**config.mk**
```make
export PLATFORM = sky130hd
export DESIGN_NAME = uart_regs
export DESIGN_NICKNAME = d
export VERILOG_FILES = /design/src/rtl/uart_regs_pkg.sv /design/src/rtl/uart_cmd_decode.sv /design/src/rtl/uart_rx_fifo.sv /design/src/rtl/uart_tx_hold.sv /design/src/rtl/uart_regs.sv
export SDC_FILE = /design/constraint.sdc
export NUM_CORES = 1
export LEC_CHECK = 0
export BUFFER_PORTS_ARGS = -buffer_cell sky130_fd_sc_hd__buf_4
export CAP_MARGIN = 20
export CORE_ASPECT_RATIO = 1.2
export CORE_MARGIN = 4
export CORE_UTILIZATION = 50
export CTS_CLUSTER_DIAMETER = 150
export DETAILED_ROUTE_END_ITERATION = 8
export MAX_ROUTING_LAYER = met4
export PLACE_DENSITY = 0.73
export SETUP_SLACK_MARGIN = 0.02
export SYNTH_ARGS = -nofsm -noshare
export SYNTH_HDL_FRONTEND = slang
export SYNTH_SLANG_ARGS = --single-unit
```
**constraint.sdc**
```tcl
create_clock -name clk_i -period 2 [get_ports clk_i]
set_input_delay 0 -clock clk_i [delete_from_list [all_inputs] [get_ports clk_i]]
set_output_delay 0 -clock clk_i [all_outputs]
set_load 0.01 [all_outputs]
```
**src/rtl/uart_regs_pkg.sv**
```systemverilog
package uart_regs_pkg;
  localparam logic [2:0] IDX_MODE = 3'd0;
  localparam logic [2:0] IDX_STAT = 3'd1;
  localparam logic [2:0] IDX_CMD  = 3'd2;
  localparam logic [2:0] IDX_DATA = 3'd3;
  localparam logic [2:0] IDX_IRQ  = 3'd5;

  localparam int unsigned MR1_RXSEL_BIT = 6;

  typedef struct packed {
    logic rx_on;
    logic rx_off;
    logic tx_on;
    logic tx_off;
    logic ptr_rst;
    logic rx_rst;
    logic tx_rst;
    logic brk_clr;
  } cmd_t;
endpackage

```
**src/rtl/uart_cmd_decode.sv**
```systemverilog
module uart_cmd_decode
  import uart_regs_pkg::*;
(
  input  logic [7:0] cmd_i,
  output cmd_t       cmd_o
);
  logic [2:0] misc;
  assign misc = cmd_i[6:4];

  always_comb begin
    cmd_o         = '0;
    cmd_o.rx_on   = (cmd_i[1:0] == 2'd1);
    cmd_o.rx_off  = (cmd_i[1:0] == 2'd2);
    cmd_o.tx_on   = (cmd_i[3:2] == 2'd1);
    cmd_o.tx_off  = (cmd_i[3:2] == 2'd2);
    cmd_o.ptr_rst = (misc == 3'd1);
    cmd_o.rx_rst  = (misc == 3'd2);
    cmd_o.tx_rst  = (misc == 3'd3);
    cmd_o.brk_clr = (misc == 3'd5);
  end
endmodule

```
**src/rtl/uart_rx_fifo.sv**
```systemverilog
module uart_rx_fifo #(
  parameter int unsigned DW    = 8,
  parameter int unsigned DEPTH = 4
) (
  input  logic                       clk_i,
  input  logic                       rst_ni,
  input  logic                       push_i,
  input  logic                       brk_i,
  input  logic [DW-1:0]              data_i,
  input  logic                       pop_i,
  input  logic                       flush_i,
  output logic [DW-1:0]              head_o,
  output logic                       full_o,
  output logic                       empty_o
);
  localparam int unsigned PW = (DEPTH > 1) ? $clog2(DEPTH) : 1;
  localparam int unsigned CW = $clog2(DEPTH + 1);
  localparam logic [PW-1:0] LAST = PW'(DEPTH - 1);

  logic [DW-1:0] mem_q [DEPTH];
  logic [PW-1:0] rd_q, wr_q, wr_prev;
  logic [CW-1:0] cnt_q;
  logic          do_pop, do_push, do_over;

  assign full_o  = (cnt_q == CW'(DEPTH));
  assign empty_o = (cnt_q == '0);
  assign head_o  = mem_q[rd_q];
  assign wr_prev = (wr_q == '0) ? LAST : wr_q - 1'b1;

  assign do_pop  = pop_i & ~empty_o;
  // a break against a full FIFO rewrites the newest slot
  assign do_over = brk_i & full_o & ~do_pop;
  assign do_push = (push_i | brk_i) & ~do_over;

  always_ff @(posedge clk_i or negedge rst_ni) begin
    if (!rst_ni) begin
      rd_q  <= '0;
      wr_q  <= '0;
      cnt_q <= '0;
      for (int i = 0; i < DEPTH; i++) mem_q[i] <= '0;
    end else if (flush_i) begin
      rd_q  <= '0;
      wr_q  <= '0;
      cnt_q <= '0;
    end else begin
      if (do_over) mem_q[wr_prev] <= data_i;
      if (do_push) begin
        mem_q[wr_q] <= data_i;
        wr_q        <= (wr_q == LAST) ? '0 : wr_q + 1'b1;
      end
      if (do_pop) rd_q <= (rd_q == LAST) ? '0 : rd_q + 1'b1;
      cnt_q <= cnt_q + CW'(do_push) - CW'(do_pop);
    end
  end

  assert_bound_R7: assert property (@(posedge clk_i) disable iff (!rst_ni)
    cnt_q <= CW'(DEPTH));
  assert_flush_R8: assert property (@(posedge clk_i) disable iff (!rst_ni)
    flush_i |=> empty_o);
  assert_brk_full_R9: assert property (@(posedge clk_i) disable iff (!rst_ni)
    (brk_i && full_o && !pop_i && !flush_i) |=> full_o);
endmodule

```
**src/rtl/uart_tx_hold.sv**
```systemverilog
module uart_tx_hold #(
  parameter int unsigned DW = 8
) (
  input  logic          clk_i,
  input  logic          rst_ni,
  input  logic          en_i,
  input  logic          load_i,
  input  logic [DW-1:0] data_i,
  input  logic          flush_i,
  output logic          empty_o,
  output logic          tx_valid_o,
  output logic [DW-1:0] tx_data_o,
  input  logic          tx_ready_i
);
  logic          empty_q;
  logic [DW-1:0] byte_q;

  assign empty_o    = empty_q;
  assign tx_valid_o = en_i & ~empty_q;
  assign tx_data_o  = byte_q;

  always_ff @(posedge clk_i or negedge rst_ni) begin
    if (!rst_ni) begin
      empty_q <= 1'b1;
      byte_q  <= '0;
    end else if (flush_i) begin
      empty_q <= 1'b1;
    end else if (load_i) begin
      empty_q <= 1'b0;
      byte_q  <= data_i;
    end else if (tx_valid_o && tx_ready_i) begin
      empty_q <= 1'b1;
    end
  end

  assert_hold_R5: assert property (@(posedge clk_i) disable iff (!rst_ni)
    (tx_valid_o && !tx_ready_i && !flush_i && !load_i) |=>
      (!empty_o && $stable(tx_data_o)));
  assert_sent_R5: assert property (@(posedge clk_i) disable iff (!rst_ni)
    (tx_valid_o && tx_ready_i && !load_i) |=> empty_o);
endmodule

```
**src/rtl/uart_regs.sv**
```systemverilog
module uart_regs
  import uart_regs_pkg::*;
#(
  parameter int unsigned DW    = 8,
  parameter int unsigned DEPTH = 4,
  parameter int unsigned AW    = 3
) (
  input  logic          clk_i,
  input  logic          rst_ni,
  input  logic          bus_valid_i,
  input  logic          bus_we_i,
  input  logic [AW-1:0] bus_addr_i,
  input  logic [DW-1:0] bus_wdata_i,
  output logic [DW-1:0] bus_rdata_o,
  output logic          tx_valid_o,
  output logic [DW-1:0] tx_data_o,
  input  logic          tx_ready_i,
  input  logic          rx_valid_i,
  input  logic [DW-1:0] rx_data_i,
  output logic          rx_ready_o,
  input  logic          brk_i,
  output logic          irq_o
);
  logic          wr, rd, cmd_vld;
  cmd_t          cmd;
  logic [DW-1:0] mr1_q, mr2_q, imr_q;
  logic          ptr_q, rx_en_q, tx_en_q, dbrk_q;
  logic          rx_en_d, tx_en_d;
  logic          fifo_full, fifo_empty, tx_empty;
  logic [DW-1:0] fifo_head, stat, isr;
  logic          rx_push, rx_pop, rx_flush, tx_load, tx_flush, rx_int;

  assign wr      = bus_valid_i & bus_we_i;
  assign rd      = bus_valid_i & ~bus_we_i;
  assign cmd_vld = wr & (bus_addr_i == AW'(IDX_CMD));

  uart_cmd_decode u_dec (.cmd_i(bus_wdata_i[7:0]), .cmd_o(cmd));

  // misc field first, then enable fields override
  always_comb begin
    rx_en_d = rx_en_q;
    tx_en_d = tx_en_q;
    if (cmd_vld) begin
      if (cmd.rx_rst) rx_en_d = 1'b0;
      if (cmd.tx_rst) tx_en_d = 1'b0;
      if (cmd.rx_on)  rx_en_d = 1'b1;
      if (cmd.rx_off) rx_en_d = 1'b0;
      if (cmd.tx_on)  tx_en_d = 1'b1;
      if (cmd.tx_off) tx_en_d = 1'b0;
    end
  end

  always_ff @(posedge clk_i or negedge rst_ni) begin
    if (!rst_ni) begin
      mr1_q   <= '0;
      mr2_q   <= '0;
      ptr_q   <= 1'b0;
      imr_q   <= '0;
      rx_en_q <= 1'b0;
      tx_en_q <= 1'b0;
      dbrk_q  <= 1'b0;
    end else begin
      rx_en_q <= rx_en_d;
      tx_en_q <= tx_en_d;
      if (wr && bus_addr_i == AW'(IDX_MODE)) begin
        if (ptr_q) mr2_q <= bus_wdata_i;
        else       mr1_q <= bus_wdata_i;
        ptr_q <= 1'b1;
      end else if (cmd_vld && cmd.ptr_rst) begin
        ptr_q <= 1'b0;
      end
      if (wr && bus_addr_i == AW'(IDX_IRQ)) imr_q <= bus_wdata_i;
      if (brk_i)                            dbrk_q <= 1'b1;
      else if (cmd_vld && cmd.brk_clr)      dbrk_q <= 1'b0;
    end
  end

  assign rx_ready_o = rx_en_q & ~fifo_full & ~brk_i;
  assign rx_push    = rx_valid_i & rx_ready_o;
  assign rx_pop     = rd & (bus_addr_i == AW'(IDX_DATA));
  assign rx_flush   = cmd_vld & cmd.rx_rst;
  assign tx_load    = wr & (bus_addr_i == AW'(IDX_DATA));
  assign tx_flush   = cmd_vld & cmd.tx_rst;

  uart_rx_fifo #(.DW(DW), .DEPTH(DEPTH)) u_fifo (
    .clk_i   (clk_i),
    .rst_ni  (rst_ni),
    .push_i  (rx_push),
    .brk_i   (brk_i),
    .data_i  (brk_i ? '0 : rx_data_i),
    .pop_i   (rx_pop),
    .flush_i (rx_flush),
    .head_o  (fifo_head),
    .full_o  (fifo_full),
    .empty_o (fifo_empty)
  );

  uart_tx_hold #(.DW(DW)) u_tx (
    .clk_i      (clk_i),
    .rst_ni     (rst_ni),
    .en_i       (tx_en_q),
    .load_i     (tx_load),
    .data_i     (bus_wdata_i),
    .flush_i    (tx_flush),
    .empty_o    (tx_empty),
    .tx_valid_o (tx_valid_o),
    .tx_data_o  (tx_data_o),
    .tx_ready_i (tx_ready_i)
  );

  assign rx_int = mr1_q[MR1_RXSEL_BIT] ? fifo_full : ~fifo_empty;
  assign stat   = {{(DW-4){1'b0}}, tx_empty, tx_en_q, fifo_full, ~fifo_empty};
  assign isr    = {{(DW-3){1'b0}}, dbrk_q, rx_int, tx_en_q};
  assign irq_o  = |(isr & imr_q);

  always_comb begin
    bus_rdata_o = '0;
    unique case (bus_addr_i)
      AW'(IDX_MODE): bus_rdata_o = ptr_q ? mr2_q : mr1_q;
      AW'(IDX_STAT): bus_rdata_o = stat;
      AW'(IDX_DATA): bus_rdata_o = fifo_empty ? '0 : fifo_head;
      AW'(IDX_IRQ):  bus_rdata_o = isr;
      default:       bus_rdata_o = '0;
    endcase
  end

  assert_ptr_R2: assert property (@(posedge clk_i) disable iff (!rst_ni)
    (wr && bus_addr_i == AW'(IDX_MODE)) |=> ptr_q);
  assert_dbrk_R9: assert property (@(posedge clk_i) disable iff (!rst_ni)
    brk_i |=> isr[2]);
  assert_txrst_R6: assert property (@(posedge clk_i) disable iff (!rst_ni)
    tx_flush |=> (stat[3] && !tx_valid_o));
  assert_rxrst_R8: assert property (@(posedge clk_i) disable iff (!rst_ni)
    (rx_flush && !cmd.rx_on) |=> (!rx_ready_o && !stat[0]));
endmodule

```
After elaboration in Yosys (flattened, before gate mapping)
Cells that the tools add are included.

Register bits: 76. Memory bits (read-only): 0. Output and inout bits: 19. Memory bits (writable): 0. Bits in latches: 0. Memories kept: 0. Input bits: 26.

Div/mod/pow operators: 0. Equal/unequal tests: 15. $lt $le $gt $ge: 5. Mux-type cells: 38. Reductions and logical operators: 23. Multiply operators: 0. Shift-type cells: 0. $add $sub $neg: 5. Bitwise logic cells: 29.

Operators with widths (count): 32-bit two-way mux (3); 32-bit bitwise mux (2); 8-bit two-way mux (7); 8-bit demux with 2-bit select (2); 8-bit one-hot mux with 4 select lines (1); 8-bit binary-select mux with 2-bit select (1); 1-bit AND (15); 1-bit two-way mux (14); 2-bit two-way mux (7); 3-bit by 2-bit == test with 1-bit output (second input constant) (4); 2-bit AND reduction (5); 3-bit == test (second input constant) (3); 3-bit >= comparator (second input constant) (3); 1-bit inverter (9); 2-bit inverter with 3-bit output (3); 3-bit nonzero test (3); 3-bit by 8-bit AND with 8-bit output (1); 2-bit == test (second input constant) (4); 2-bit nonzero test (4); 8-bit OR reduction (1); 1-bit logical AND (7); 3-bit by 1-bit == test with 1-bit output (second input constant) (2); 3-bit logical NOT (2); 3-bit by 1-bit < comparator with 1-bit output (second input constant) (2); 8 further kinds (10).

Logic depth before layout (Yosys ltp)
Depth in word-level cells: 12. Depth in mapped cells: 11. Gate-level depth less buffers: 10.

Cells and area by module
A second synthesis with hierarchy kept.

Cells, all modules: 428. Area total of the unflattened synthesis: 4561.9 sq um.

By module, submodules not included: uart_rx_fifo (instances 1, cells each 269, area an instance 2776.4 sq um); uart_regs (instances 1, cells each 129, area an instance 1335.0 sq um); uart_tx_hold (instances 1, cells each 22, area an instance 390.4 sq um); uart_cmd_decode (instances 1, cells each 8, area an instance 60.1 sq um).

Worst setup path after synthesis
No wires, ideal clock.

Path kind: reg-to-reg. Start point: register u_fifo.cnt_q[1]. End point: register u_fifo.cnt_q[2]. Setup slack: -0.236 ns. Path buffers: 0. Library setup time: 0.119 ns. Clock period less this slack: 2.236 ns. Arrival time: 2.118 ns. Stages on the path, launching flop included: 11. Path through: dfrtp_1 -> nor3_1 -> nor3_1 -> ha_1 -> inv_1 -> ha_1 -> inv_1 -> fa_1 -> xor2_1 -> xnor2_1 -> nor2_1.

Word-level cells in the longest chain between the ends: 10.

Ends and longest elaborated chain: from (decl) (RTL line uart_rx_fifo.sv:22) `logic [CW-1:0] cnt_q;`; from (signal assigned) (RTL line uart_rx_fifo.sv:52) `cnt_q <= cnt_q + CW'(do_push) - CW'(do_pop);`; 3-bit == test or 3-bit logical NOT (tied branches) (RTL line uart_rx_fifo.sv:25, uart_rx_fifo.sv:26); 1-bit inverter (on tied branches) (RTL line uart_regs.sv:78, uart_rx_fifo.sv:30); 1-bit AND (on tied branches) (RTL line uart_regs.sv:78, uart_rx_fifo.sv:30); 1-bit AND or 1-bit inverter (tied branches) (RTL line uart_regs.sv:78, uart_rx_fifo.sv:32); 1-bit AND (on tied branches) (RTL line uart_regs.sv:79, uart_rx_fifo.sv:32); 1-bit bitwise OR or 1-bit inverter (tied branches) (RTL line uart_rx_fifo.sv:33) `assign do_push = (push_i | brk_i) & ~do_over;`; 1-bit AND (RTL line uart_rx_fifo.sv:33); 3-bit by 1-bit adder with 3-bit output (RTL line uart_rx_fifo.sv:52); 3-bit by 1-bit subtractor with 3-bit output * (RTL line uart_rx_fifo.sv:52); 3-bit two-way mux * (RTL line uart_rx_fifo.sv:41) `end else if (flush_i) begin`.

Mark *: on every way between the ends. The rest lies on a longest branch, timed or not. A chain may end at the register's enable or synchronous reset.

Worst setup path in the final report
Start point: register u_fifo.cnt_q[2]. End point: register u_fifo.cnt_q[2].

The elaborated chain is that of the path after synthesis.

==> run metrics <==
outcome=complete, but fails checks; dpl hpwl=approximately 6400 µm; Final Cycle Share=105%; antenna-violating nets left=0; Worst Path Required=~2200 ps; total iterations of the first detailed-routing run=4; r2r startpoint=u_fifo.cnt_q[2]; post-synthesis sequential area ratio=between 40% and 50%; Reg area=about 1800 µm²; worst rel slew slack=between 40% and 50%; area occupied by multi-input gates=about 1800 µm²; worst reg-to-reg setup slack=-90 ps; Area Growth Syn to Fin=29.0%; Max Cap Viol=0; skew final=a little over 10 ps; vias per inst=5.67; GRT overflow=0; worst r2r path cells=10; Hold Path Cell Cnt=4; Site Rows=34; die height=~100 µm; layout cells sized above 1=between 30% and 40%; Syn Nets=between 300 and 400; Worst Path Max Fanout=4; worst reg2reg endpoint=u_fifo.cnt_q[2]; CP bufs+invs=2; WHS=between 30 and 40 ps; cts bufs inserted=9; fmax=0.478 GHz; routed len/inst=18.3 µm; root buffer cell=clkbuf_8; Slew @ Worst Pin=900 ps; Slowest cell on crit path=dfrtp_1; Arr. time, crit path=around 2300 ps; clock-pin slew on the worst setup and hold paths=~80 ps; placed cell areas=4380 µm²; top-area cell type share of the netlist area=a little under half; number of I/O pins=45; Cell variety after synth=between 40 and 50; worst hold path type=in -> reg; # H-tree levels=3; Yosys warning total=0; Synth Register Bits=71; fill count=about 540; post-route setup slack=-91.2 ps; min cycle time layout=between 2000 and 2500 ps; post-route non-filler standard cell count=511; Synth area leaders=dfrtp_1, mux2_2, o32ai_1; most common cell in the netlist=dfrtp_1; largest net degree at the start of global routing=slightly above 70; GPL Wtd Cong=0.849; post-route cell area=a little under 5000 µm²; Skew-Pair Late Insertion Delay=around 360 ps; Pleak=~2.2 nW; CTS tree=done; Max stage delay on crit path=around 440 ps; fin. max-slew vios=0; Placed Cells incl. Taps=470; Mapped Area=~3800 µm²; Starting Density=between 50% and 60%; Hold Crit Endpoint=u_tx.empty_o; most common library cells after synthesis=dfrtp_1, inv_1, o32ai_1; via count=~2900; antenna violations before repair=0; FFs w/ async S/R, synth=100%; Fin Setup TNS=-124 ps; CORE AREA=7270 µm²; final net count=about 460; vias in the first global route=3038; DR iter-0 viols=~200; violated checks=setup timing; PD cells=between 1000 and 1500 nW/µm²; Routed WL=between 9000 and 10000 µm; CTS Buffer Depth=2; Hold Path Origin=bus_we_i; crit end category=flop; Crit Path Class=reg -> reg; post-synth top area cell=dfrtp_1; DRC violations left=0; Worst path top cell family by delay=adder cells; Final Setup Violations=2; diode count=0; Port Buffer Count=44; first-pass GRT wire length=15600 µm; worst path cell trace=nor3_4 > nor3_4 > ha_1 > inv_1 > ha_1 > inv_2 > fa_2 > xor2_1 > xnor2_1 > nor2_1; die width=87.2 µm; DIE AREA=between 8000 and 9000 µm²; syn_area_per_cell=11.7 µm²; top_reg_cell synth=dfrtp_1; crit start category=flop; Fin. Hold Viols=0; global-route usage over all layers=a little under a quarter; RSZ-0062 raised after global routing=yes; synthesized instance count=323; Peak VDD IR=approximately 0.0006 V; number of synthesized flops with an enable pin=0; Clock Sinks=between 70 and 80
-- kinds of logic after synthesis --
kind of cell | after synthesis | share of synthesized area (%)
AND/OR/NAND/NOR | 66 | 12.0
XOR/XNOR | 2 | 0.465
AO/OA/AOI/OAI | 64 | 13.0
buffers and inverters | 58 | 6.28
multiplexers | 50 | 16.8
flip-flops | 71 | 47.2
adder cells (fa/ha/maj) | 12 | 4.19
-- cells in the final DEF, fill, tap and decap left out, types with 2 or more instances in the layout --
cell type,synthesis,routed
buf_4,1,72
dfrtp_1,70,68
inv_1,47,46
o32ai_1,33,33
mux2_2,27,27
dlygate4sd3_1,0,21
mux2i_1,15,15
nand2_1,14,14
ha_1,11,11
nor2_1,10,10
a21oi_1,9,9
clkbuf_8,0,9
mux4_2,8,8
o22ai_1,6,6
nor3b_1,7,6
nor4b_4,0,5
o21ai_0,5,5
nor3b_2,3,4
nor3_4,1,3
nand3b_1,3,3
or3_1,3,3
nand2b_1,3,3
a22oi_1,3,3
or2_1,2,2
nor2b_1,2,2
o211ai_1,2,2
o2bb2ai_1,2,2
clkinvlp_4,0,2
dfrtp_2,0,2
-- power breakdown --
part           total, mW  internal, mW  switching, mW
logic               2.36          1.27           1.09
clock network       1.14         0.571          0.571
registers           2.19          1.87          0.318
total               5.70          3.71           1.98
-- area by class of cell --
cell class	instances	area share, %
flip-flops and latches	71	36.7
inverters	47	3.63
clock inverters	5	1.21
clock buffers	10	2.63
multi-input cells	194	37.7
repair buffers	94	15.9
well taps	90	2.32
-- through the flow --
stage	worst slack, ps	total power [mW]	util [%]
finish	-91.2	5.70	66.8
detailed placement	-188	4.42	60.3
global placement	-117	4.33	60.3
global route	-231	6.07	66.8
CTS	-106	5.66	66.3
floorplan	-18.2	3.62	-
-- routing by layer --
metal	vias to the layer above	track usage [%]	share of wire, %
met4	0	7.56	1.5
met2	77	40.0	52
met5	-	-	0
li1	1371	-	-
met1	1438	28.5	42
met3	13	4.08	4.5
-- how the worst max path moves through the flow --
stage	slack, ps	to	from	depth (start not counted)
floorplan	-20	u_fifo.cnt_q[2]	u_fifo.cnt_q[1]	10
global placement	-120	u_fifo.mem_q[9]	u_fifo.cnt_q[2]	5
detailed placement	-190	u_fifo.mem_q[11]	u_fifo.cnt_q[2]	5
CTS	-110	u_fifo.cnt_q[2]	u_fifo.cnt_q[1]	10
global route	-230	u_fifo.cnt_q[2]	u_fifo.cnt_q[2]	10
finish	-90	u_fifo.cnt_q[2]	u_fifo.cnt_q[2]	10
-- tightest hold or removal path: stages --
cell	delay [ps]
buf_4	130
nand3b_4	100
or3_1	110
a21oi_1	50
-- sequential cells by signal (all words and copies together) (netlist names) --
signal and flops:
ptr_q 1, tx_en_q 1, u_fifo.wr_q 2, u_tx.tx_data_o 8
u_fifo.mem_q 32, u_fifo.rd_q 2, rx_en_q 1, mr2_q 8
mr1_q 8, u_tx.empty_o 1, imr_q 3, u_fifo.cnt_q 3
dbrk_q 1
-- what timing repair did --
item,in CTS,in global routing
pin swaps,1,5
setup buffers,1,4
setup endpoints to repair,34,35
resized for setup,4,2
hold buffers,21,0
endpoints found under the hold margin,127,0
Note: power is estimated with default switching activity, not from simulation.
